--- src/rtl/cfgs_pkg.sv ---
package cfgs_pkg;

  typedef enum logic [2:0] {
    ST_IDLE,
    ST_ADDR,
    ST_ACK,
    ST_CMD,
    ST_WDATA,
    ST_LOAD,
    ST_RDATA,
    ST_RACK
  } smb_state_e;

  typedef enum logic [1:0] {
    NXT_CMD,
    NXT_WDATA,
    NXT_LOAD
  } ack_next_e;

  // Power-on contents of the writable bytes
  function automatic logic [7:0] cfg_reset_byte(input int idx);
    return (idx == 0) ? 8'h1F : 8'h00;
  endfunction

endpackage

--- src/rtl/smb_line_sync.sv ---
module smb_line_sync #(
  parameter int STAGES = 2
) (
  input  logic clk,
  input  logic rst,
  input  logic scl_i,
  input  logic sda_i,
  output logic scl_s,
  output logic sda_s,
  output logic scl_rise,
  output logic scl_fall,
  output logic start_det,
  output logic stop_det
);

  logic [1:0] line_in;
  logic [1:0] line_out;
  logic       scl_q;
  logic       sda_q;

  assign line_in = {sda_i, scl_i};

  genvar l;
  generate
    for (l = 0; l < 2; l++) begin : g_line
      logic [STAGES-1:0] chain;
      always_ff @(posedge clk) begin
        if (rst) chain <= '1;
        else     chain <= {chain[STAGES-2:0], line_in[l]};
      end
      assign line_out[l] = chain[STAGES-1];
    end
  endgenerate

  assign scl_s = line_out[0];
  assign sda_s = line_out[1];

  always_ff @(posedge clk) begin
    if (rst) begin
      scl_q <= 1'b1;
      sda_q <= 1'b1;
    end else begin
      scl_q <= scl_s;
      sda_q <= sda_s;
    end
  end

  assign scl_rise  = scl_s & ~scl_q;
  assign scl_fall  = ~scl_s & scl_q;
  assign start_det = scl_s & scl_q & sda_q & ~sda_s;
  assign stop_det  = scl_s & scl_q & ~sda_q & sda_s;

endmodule

--- src/rtl/smb_cfg_regs.sv ---
module smb_cfg_regs
  import cfgs_pkg::*;
#(
  parameter int          NUM_BYTES = 3,
  parameter int          RW_BYTES  = 2,
  parameter int          OFFS_W    = 7,
  parameter logic [7:0]  RO_VALUE  = 8'h03
) (
  input  logic                  clk,
  input  logic                  rst,
  input  logic                  wr_en,
  input  logic [OFFS_W-1:0]     wr_addr,
  input  logic [7:0]            wr_data,
  input  logic [OFFS_W-1:0]     rd_addr,
  output logic [7:0]            rd_data,
  output logic [RW_BYTES*8-1:0] rw_flat
);

  logic [7:0] byte_q [NUM_BYTES];

  genvar g;
  generate
    for (g = 0; g < NUM_BYTES; g++) begin : g_byte
      if (g < RW_BYTES) begin : g_rw
        always_ff @(posedge clk) begin
          if (rst)
            byte_q[g] <= cfg_reset_byte(g);
          else if (wr_en && wr_addr == OFFS_W'(g))
            byte_q[g] <= wr_data;
        end
        assign rw_flat[g*8 +: 8] = byte_q[g];
      end else begin : g_ro
        assign byte_q[g] = RO_VALUE;
      end
    end
  endgenerate

  always_comb begin
    rd_data = '0;
    for (int i = 0; i < NUM_BYTES; i++)
      if (rd_addr == OFFS_W'(i)) rd_data = byte_q[i];
  end

endmodule

--- src/rtl/smb_proto_fsm.sv ---
module smb_proto_fsm
  import cfgs_pkg::*;
#(
  parameter int                ADDR_HI_W = 5,
  parameter logic [ADDR_HI_W-1:0] ADDR_HI = 5'b11011,
  parameter int                ID_W      = 2,
  parameter int                OFFS_W    = 7,
  parameter int                NUM_BYTES = 3
) (
  input  logic              clk,
  input  logic              rst,
  input  logic              scl_rise,
  input  logic              scl_fall,
  input  logic              sda_s,
  input  logic              start_det,
  input  logic              stop_det,
  input  logic [ID_W-1:0]   strap_id,
  input  logic [7:0]        rd_data,
  output logic              wr_en,
  output logic [OFFS_W-1:0] wr_addr,
  output logic [7:0]        wr_data,
  output logic [OFFS_W-1:0] ptr,
  output logic              sda_pull_o
);

  localparam logic [OFFS_W-1:0] LAST_OFF = OFFS_W'(NUM_BYTES - 1);

  smb_state_e  state;
  ack_next_e   ret;
  logic [7:0]  rx_sr;
  logic [7:0]  tx_sr;
  logic [2:0]  bcnt;
  logic        full;
  logic        mack;
  logic        addr_hit;

  assign addr_hit = (rx_sr[7:1] == {ADDR_HI, strap_id});

  always_ff @(posedge clk) begin
    if (rst) begin
      state      <= ST_IDLE;
      ret        <= NXT_CMD;
      rx_sr      <= '0;
      tx_sr      <= '0;
      bcnt       <= '0;
      full       <= 1'b0;
      mack       <= 1'b1;
      ptr        <= '0;
      wr_en      <= 1'b0;
      wr_addr    <= '0;
      wr_data    <= '0;
      sda_pull_o <= 1'b0;
    end else begin
      wr_en      <= 1'b0;
      sda_pull_o <= (state == ST_ACK) || (state == ST_RDATA && !tx_sr[7]);
      if (start_det) begin
        state <= ST_ADDR;
        bcnt  <= '0;
        full  <= 1'b0;
      end else if (stop_det) begin
        state <= ST_IDLE;
        full  <= 1'b0;
      end else begin
        case (state)
          ST_ADDR, ST_CMD, ST_WDATA: begin
            if (scl_rise && !full) begin
              rx_sr <= {rx_sr[6:0], sda_s};
              bcnt  <= bcnt + 3'd1;
              if (bcnt == 3'd7) full <= 1'b1;
            end else if (scl_fall && full) begin
              full <= 1'b0;
              bcnt <= '0;
              if (state == ST_ADDR) begin
                if (addr_hit) begin
                  state <= ST_ACK;
                  ret   <= rx_sr[0] ? NXT_LOAD : NXT_CMD;
                end else begin
                  state <= ST_IDLE;
                end
              end else if (state == ST_CMD) begin
                if (rx_sr[7] && rx_sr[6:0] <= LAST_OFF) begin
                  ptr   <= rx_sr[OFFS_W-1:0];
                  state <= ST_ACK;
                  ret   <= NXT_WDATA;
                end else begin
                  state <= ST_IDLE;
                end
              end else begin
                if (ptr <= LAST_OFF) begin
                  wr_en   <= 1'b1;
                  wr_addr <= ptr;
                  wr_data <= rx_sr;
                  ptr     <= ptr + OFFS_W'(1);
                  state   <= ST_ACK;
                  ret     <= NXT_WDATA;
                end else begin
                  state <= ST_IDLE;
                end
              end
            end
          end
          ST_ACK: begin
            if (scl_fall) begin
              case (ret)
                NXT_LOAD: state <= ST_LOAD;
                NXT_CMD:  state <= ST_CMD;
                default:  state <= ST_WDATA;
              endcase
            end
          end
          ST_LOAD: begin
            tx_sr <= rd_data;
            bcnt  <= '0;
            state <= ST_RDATA;
          end
          ST_RDATA: begin
            if (scl_fall) begin
              if (bcnt == 3'd7) begin
                state <= ST_RACK;
              end else begin
                tx_sr <= {tx_sr[6:0], 1'b1};
                bcnt  <= bcnt + 3'd1;
              end
            end
          end
          ST_RACK: begin
            if (scl_rise) mack <= sda_s;
            if (scl_fall) begin
              if (!mack) begin
                ptr   <= ptr + OFFS_W'(1);
                state <= ST_LOAD;
              end else begin
                state <= ST_IDLE;
              end
            end
          end
          default: state <= ST_IDLE;
        endcase
      end
    end
  end

endmodule

--- src/rtl/cfg_smbus_slave.sv ---
module cfg_smbus_slave #(
  parameter int         SYNC_STAGES = 2,
  parameter logic [4:0] ADDR_HI     = 5'b11011,
  parameter int         NUM_BYTES   = 3,
  parameter int         RW_BYTES    = 2,
  parameter logic [7:0] RO_VALUE    = 8'h03
) (
  input  logic       clk,
  input  logic       rst,
  input  logic       scl_i,
  input  logic       sda_i,
  input  logic [1:0] strap_id,
  output logic       sda_pull_o,
  output logic [2:0] mult_code_o,
  output logic [3:0] out_en_o,
  output logic       test_en_o
);

  localparam int OFFS_W = 7;

  logic                  scl_s, sda_s, scl_rise, scl_fall, start_det, stop_det;
  logic                  wr_en;
  logic [OFFS_W-1:0]     wr_addr, ptr;
  logic [7:0]            wr_data, rd_data;
  logic [RW_BYTES*8-1:0] rw_flat;
  logic                  unused_bits;

  smb_line_sync #(.STAGES(SYNC_STAGES)) sync_i (
    .clk(clk), .rst(rst), .scl_i(scl_i), .sda_i(sda_i),
    .scl_s(scl_s), .sda_s(sda_s), .scl_rise(scl_rise), .scl_fall(scl_fall),
    .start_det(start_det), .stop_det(stop_det)
  );

  smb_proto_fsm #(
    .ADDR_HI_W(5), .ADDR_HI(ADDR_HI), .ID_W(2), .OFFS_W(OFFS_W), .NUM_BYTES(NUM_BYTES)
  ) fsm_i (
    .clk(clk), .rst(rst), .scl_rise(scl_rise), .scl_fall(scl_fall), .sda_s(sda_s),
    .start_det(start_det), .stop_det(stop_det), .strap_id(strap_id), .rd_data(rd_data),
    .wr_en(wr_en), .wr_addr(wr_addr), .wr_data(wr_data), .ptr(ptr), .sda_pull_o(sda_pull_o)
  );

  smb_cfg_regs #(
    .NUM_BYTES(NUM_BYTES), .RW_BYTES(RW_BYTES), .OFFS_W(OFFS_W), .RO_VALUE(RO_VALUE)
  ) regs_i (
    .clk(clk), .rst(rst), .wr_en(wr_en), .wr_addr(wr_addr), .wr_data(wr_data),
    .rd_addr(ptr), .rd_data(rd_data), .rw_flat(rw_flat)
  );

  assign mult_code_o = rw_flat[6:4];
  assign out_en_o    = rw_flat[3:0];
  assign test_en_o   = rw_flat[8];
  assign unused_bits = ^{rw_flat[RW_BYTES*8-1:9], rw_flat[7]};

endmodule

--- config.mk ---
export PLATFORM = sky130hd
export DESIGN_NAME = cfg_smbus_slave
export DESIGN_NICKNAME = d
export VERILOG_FILES = /design/src/rtl/cfgs_pkg.sv /design/src/rtl/smb_line_sync.sv /design/src/rtl/smb_cfg_regs.sv /design/src/rtl/smb_proto_fsm.sv /design/src/rtl/cfg_smbus_slave.sv
export SDC_FILE = /design/constraint.sdc
export NUM_CORES = 1
export LEC_CHECK = 0
export BUFFER_PORTS_ARGS = -buffer_cell sky130_fd_sc_hd__buf_2
export CAP_MARGIN = 10
export CORE_MARGIN = 2
export CORE_UTILIZATION = 38
export DETAILED_ROUTE_END_ITERATION = 7
export SLEW_MARGIN = 30
export SYNTH_ARGS = -nofsm -noshare
export SYNTH_HDL_FRONTEND = slang
export SYNTH_HIERARCHICAL = 1
export SYNTH_SLANG_ARGS = --single-unit
--- constraint.sdc ---
create_clock -name clk -period 3.3 [get_ports clk]
set_input_delay 0.165 -clock clk [delete_from_list [all_inputs] [get_ports clk]]
set_output_delay 0.165 -clock clk [all_outputs]
set_load 0.05 [all_outputs]
Word level (Yosys, flattened, before mapping)
Index checks and enable logic that the tools add are counted.
Widths: inputs -> output; s select.
{"block": "word_totals", "output_inout_bits": 9, "regBits": 72, "elab_cells": 152}
{"block": "op_classes", "eq_ne": 34, "bitwise_logic": 18, "add_sub_neg": 2, "magnitude_cmp": 2, "muxes": 46, "n_reduce_logical": 31}
{"op": "$mux 7", "n": 8}
{"op": "$mux 8", "n": 5}
{"op": "$mux 3", "n": 13}
{"op": "$mux 2", "n": 9}
{"op": "$ne 4x1->1 const B", "n": 4}
{"op": "$pmux 8 s2", "n": 1}
{"op": "$reduce_and 8->1", "n": 2}
{"op": "$eq 3x3->1 const B", "n": 5}
{"op": "$pmux 3 s5", "n": 1}
{"op": "$eq 7x1->1 const B", "n": 2}
{"op": "$le 7x2->1 const B", "n": 2}
{"op": "$logic_not 7->1", "n": 2}
{"op": "$pmux 7 s2", "n": 1}
{"op": "$ne 2x2->1 const B", "n": 6}
{"op": "$reduce_and 6->1", "n": 2}
{"op": "$not 1->1", "n": 11}
{"op": "$ne 2x1->1 const B", "n": 5}
{"op": "$reduce_and 10->1", "n": 1}
{"op": "$reduce_and 5->1", "n": 2}
{"op": "$pmux 3 s3", "n": 1}
{"op": "$ne 4x2->1 const B", "n": 2}
{"op": "$reduce_and 4->1", "n": 2}
{"op": "$reduce_or 8->1", "n": 1}
{"op": "$add 7x1->7 const B", "n": 1}
{"op": "other kinds (21)", "n": 44}

Longest topological paths before layout
{"block": "depth", "word_depth": 10, "depth_mapped": 8}

Modules after synthesis
Netlist, hierarchy kept.
{"module": "smb_proto_fsm", "cells_per_inst": 292, "area_per_inst_um2": 2497.4, "instances": 1, "seq_area_each_um2": 1001.0}
{"module": "smb_cfg_regs", "cells_per_inst": 100, "area_per_inst_um2": 882.1, "instances": 1, "seq_area_each_um2": 320.3}
{"module": "smb_line_sync", "cells_per_inst": 16, "area_per_inst_um2": 190.2, "instances": 1, "seq_area_each_um2": 120.1}

Worst setup path before layout
No wires, ideal clock.
{"block": "synth_path", "path_type": "register -> register", "from": "reg sync_i.scl_q", "to": "reg fsm_i.ptr[2]", "path_buffers": 0, "stages_incl_launch_ff": 7, "setup_time_ns": 0.117, "setup_slack_ns": 1.072, "required_time_ns": 3.183, "t_arrival_ns": 2.111, "synth_period_minus_slack_ns": 2.228, "cell_sequence": "dfxtp_1 nor2b_1 and2_1 a2111oi_1 or4_4 or4_1 a32o_1"}
{"block": "synth_between", "elab_cells_between_ends": 16}
{"element": "start, declared", "line": "smb_line_sync.sv:18", "source": "logic scl_q;"}
{"element": "start signal, assigned", "line": "smb_line_sync.sv:43", "source": "scl_q <= scl_s;"}
{"element": "$and 1x1->1 (*)", "line": "smb_line_sync.sv:49", "source": "assign scl_fall = ~scl_s & scl_q;"}
{"element": "via scl_fall", "line": "cfg_smbus_slave.sv:21", "source": "logic scl_s, sda_s, scl_rise, scl_fall, start_det, stop_det;"}
{"element": "$logic_and 1x1->1", "line": "smb_proto_fsm.sv:70", "source": "end else if (scl_fall && full) begin"}
{"element": "$ne 2x1->1 (no line)"}
{"element": "$reduce_and 10->1 (no line) (*)"}
{"element": "end signal, assigned", "line": "smb_proto_fsm.sv:82", "source": "ptr <= rx_sr[OFFS_W-1:0];"}
{"element": "end signal, assigned", "line": "smb_proto_fsm.sv:93", "source": "ptr <= ptr + OFFS_W'(1);"}
{"element": "end signal, assigned", "line": "smb_proto_fsm.sv:130", "source": "ptr <= ptr + OFFS_W'(1);"}
{"element": "end, declared", "line": "smb_proto_fsm.sv:22", "source": "output logic [OFFS_W-1:0] ptr,"}
The timed path passes the listed nets; every way through them passes the cells marked *.
A chain may end at the register's enable or synchronous reset.

Final worst setup path
{"block": "layout_path", "from": "reg fsm_i.state[0]", "to": "reg fsm_i.ptr[2]"}
{"block": "layout_between", "elab_chain_cells": 6, "elab_cells_between_ends": 19}
{"element": "start, declared", "line": "smb_proto_fsm.sv:28", "source": "smb_state_e state;"}
{"element": "start signal, assigned", "line": "smb_proto_fsm.sv:41", "source": "state <= ST_IDLE;"}
{"element": "start signal, assigned", "line": "smb_proto_fsm.sv:57", "source": "state <= ST_ADDR;"}
{"element": "start signal, assigned", "line": "smb_proto_fsm.sv:61", "source": "state <= ST_IDLE;"}
{"element": "$eq 3x2->1", "line": "smb_proto_fsm.sv:64, smb_proto_fsm.sv:80"}
{"element": "$mux 7", "line": "smb_proto_fsm.sv:80", "source": "end else if (state == ST_CMD) begin"}
{"element": "$mux 7", "line": "smb_proto_fsm.sv:73", "source": "if (state == ST_ADDR) begin"}
{"element": "$mux 7", "line": "smb_proto_fsm.sv:70"}
{"element": "$mux 7", "line": "smb_proto_fsm.sv:66", "source": "if (scl_rise && !full) begin"}
{"element": "$pmux 7 s2", "line": "smb_proto_fsm.sv:64", "source": "case (state)"}
Several ways; a longest one is shown, not always the timed one. The select of a mux whose other input is x is not followed.

==> impl_metrics.toml <==
[status]
outcome = "completed"

[timing]
fin_worst_skew_ns = 0.01006
max-slew-margin-rel_pct = 45.58
finalSetupTns_ns = 0
tightest_slew_ns = 0.8163
fin_crit_sh_pct = 75.38
rsz0062_at_grt = "no"
hold_ws_ns = 0.3816
hold_violations = 0
fmax_mhz = 402.0
layout_min_cycle_time_ns = 2.488
finalWorstSetupSlack_ns = 0.8124
drv_slew = 0
setup_viol = 0

[yosys]
synthTopCellsByArea = "dfxtp_1 40%, mux2i_1 12%, nor2_1 6.2%, nand2b_1 3.3%, nand2_1 3.0%"
syn_area_per_cell_um2 = 8.749
ys_seq_elements = 72
async_reset_ff_share_pct = 0
syn_inst = 408
syn_area_um2 = 3570
synth-main-ff-cell = "dfxtp_1"
yosys.area.top_type = "dfxtp_1"
yosysSeqAreaShare_pct = 40.38
yosys_warnings = 6
syn_nets = 418
ys_types = 59
synth_edf_count = 0
synth.top_cell.area_share_pct = 40.38

[pwr]
p_leak_uw = 0.001456
power_density_nw_per_um2 = 406.3
clkPwrFrac_pct = 41.2
p_comb_share_pct = 4.0
switchingPower_uw = 422.3
p_sw_share_pct = 26.33
ir_worst_vdd_uv = 189.6
p_int_uw = 1182
seqPwrFrac_pct = 54.8

[cells_and_area]
utilization_pct = 42.93
layout.nets = 432
layout.cells.non_filler = 538
num_antenna_cells = 0
area.growth.synth_to_final_pct = 10.59
drive_above_1_share_pct = 11.94

[critical_path]
cp_data_arrival_time_ns = 2.74
cp-start-kind = "flop"
cp_max_fo = 21
worstPathRequired_ns = 3.55
crit_path_end_kind = "flop"
critPathKind = "reg2reg"

[grt]
overflow = 0
grt_pass1_vias = 2828
grt_usage_pct = 17.08
grt_max_degree = 50
grt_pass1_wl_mm = 13.79
antenna_found_initial = 0

[flow_run]
max_cap_violations = 0

[clocking]
numCtsBuffers = 9
cts.clk_slew.worst_paths_ns = 0.09
clkSinkCount = 72
cts_setup_buffers = 0
htree_num_levels = 3
clk_latency_ns = 0.36
clk_path_buf_depth = 2
cts_tree = "built"
cts-root-buf = "clkbuf_8"

[place]
io_buffer_count = 14
routabilityCongestion = 0.8603
place_ws_ns = 0.8588
numPlacedInstances = 520
dp_hpwl_mm = 5.516

[drt]
ant_nets = 0
drt_iter0_markers = 165
dr.pass1.iters = 4
vias = 2938
wl_mm = 7.987
drt-vias-per-instance = 5.461
wl_per_cell_um = 14.85
drc = 0

[floorplan]
ios = 15
coreArea_um2 = 9196
die_w_um = 100.9
die-area_um2 = 10180
rows = 35
start_util_pct = 38.82
die_y_um = 100.9

[min_path]
hp-class = "in2reg"
[power by group through the flow]
| stage | combinational (uW) | sequential, uW | clock, uW |
|---|---|---|---|
| floorplan | 48.4 | 894 | 0 |
| global placement | 62.7 | 898 | 0 |
| detailed placement | 62.9 | 899 | 0 |
| CTS | 65.1 | 878 | 686 |
| global route | 72.1 | 879 | 725 |
| finish | 64.6 | 878 | 661 |
[cell usage in the layout, fill, tap and decap left out, types with 3 or more instances in the layout]
cell type / instances
dfxtp_1: 72
nor2_1: 59
mux2i_1: 44
nand2_1: 29
nand2b_1: 19
nand3_1: 17
buf_2: 14
a21oi_1: 13
clkbuf_8: 9
nor3_1: 8
a311oi_1: 8
nand4_1: 8
inv_1: 7
nor2b_1: 7
o21ai_0: 7
and2_1: 7
nor3b_1: 6
buf_4: 6
or2_1: 6
or3_1: 4
o21ai_1: 4
a31oi_1: 4
nor4_1: 4
ha_1: 4
clkinvlp_4: 3
inv_6: 3
nor4_2: 3
a32o_1: 3
or4_1: 3
[layer usage]
layer | GRT usage [%] | vias to the layer above | part of all wire, %
li1 | - | 1494 | -
met1 | 22.99 | 1389 | 49
met2 | 26.21 | 41 | 45
met3 | 4.438 | 14 | 3.2
met4 | 6.549 | 0 | 2.2
met5 | 0 | - | 0
[state kept, by name (all words and copies together), names as in the netlist]
name / count
fsm_i/state: 3
sync_i/sda_q: 1
fsm_i/ret: 2
sync_i/g_line.chain: 4
sync_i/scl_q: 1
fsm_i/wr_data: 8
fsm_i/wr_en: 1
fsm_i/full: 1
fsm_i/bcnt: 3
fsm_i/tx_sr: 8
fsm_i/sda_pull_o: 1
fsm_i/rx_sr: 8
regs_i/rw_flat: 16
fsm_i/mack: 1
fsm_i/ptr: 7
fsm_i/wr_addr: 7
[synthesized netlist by cell type, types with 7 or more instances]
cell type	number
a21oi_1	13
a311oi_1	8
and2_1	7
clkbuf_1	12
dfxtp_1	72
inv_1	7
mux2i_1	44
nand2_1	29
nand2b_1	19
nand3_1	17
nand4_1	8
nor2_1	59
nor2b_1	7
nor3_1	9
o21ai_0	7
[through the flow]
| stage | instance area [um2] | total power [uW] |
|---|---|---|
| final | 3948 | 1604 |
| after floorplan | 3570 | 942.5 |
| after CTS | 3948 | 1629 |
| after detailed placement | 3744 | 961.5 |
| after global routing | 3948 | 1676 |
| after global placement | 3744 | 961.1 |
[worst paths after layout]
path                          endpoint                 startpoint  cells past startpoint  slack (ns)
min                     fsm_i/rx_sr[2]                        rst                      2        0.38
min reg2reg  sync_i/g_line[1].chain[1]  sync_i/g_line[1].chain[0]                      1        0.42
max                       fsm_i/ptr[2]             fsm_i/state[0]                      5        0.81
max reg2reg               fsm_i/ptr[2]             fsm_i/state[0]                      5        0.81
[cells by family after synthesis]
kind of cell               after synthesis  synth area share, %
AOI/OAI and AO/OA                       61                12.16
and+or+nand+nor                        197                29.90
adders and majority gates                4                1.402
muxes                                   44                12.34
buffers and inverters                   28                3.329
xor gates and xnor gates                 2               0.4908
DFF                                     72                40.38
[timing repair]
action	in CTS	in global routing
endpoints found under the hold margin	2	0
hold buffers	2	0
endpoints found under the setup margin	0	0
gates resized for setup	0	0
[critical path: stages, from the launching register on]
cell and delay, ns:
dfxtp_1 0.73, and3b_1 0.26, a2111oi_1 0.07, or4_4 0.54
or4_1 0.52, a32o_1 0.26
[area by class of cell]
| type | instances | area [um2] |
|---|---|---|
| Multi-Input combinational cell | 308 | 2014 |
| Clock buffer | 9 | 123.9 |
| Tap cell | 111 | 138.9 |
| Fill cell | 922 | 5249 |
| Sequential cell | 72 | 1441 |
| Clock inverter | 7 | 60.06 |
| Inverter | 9 | 33.78 |
| Timing Repair Buffer | 22 | 135.1 |
Power figures use the tool's default switching activity.
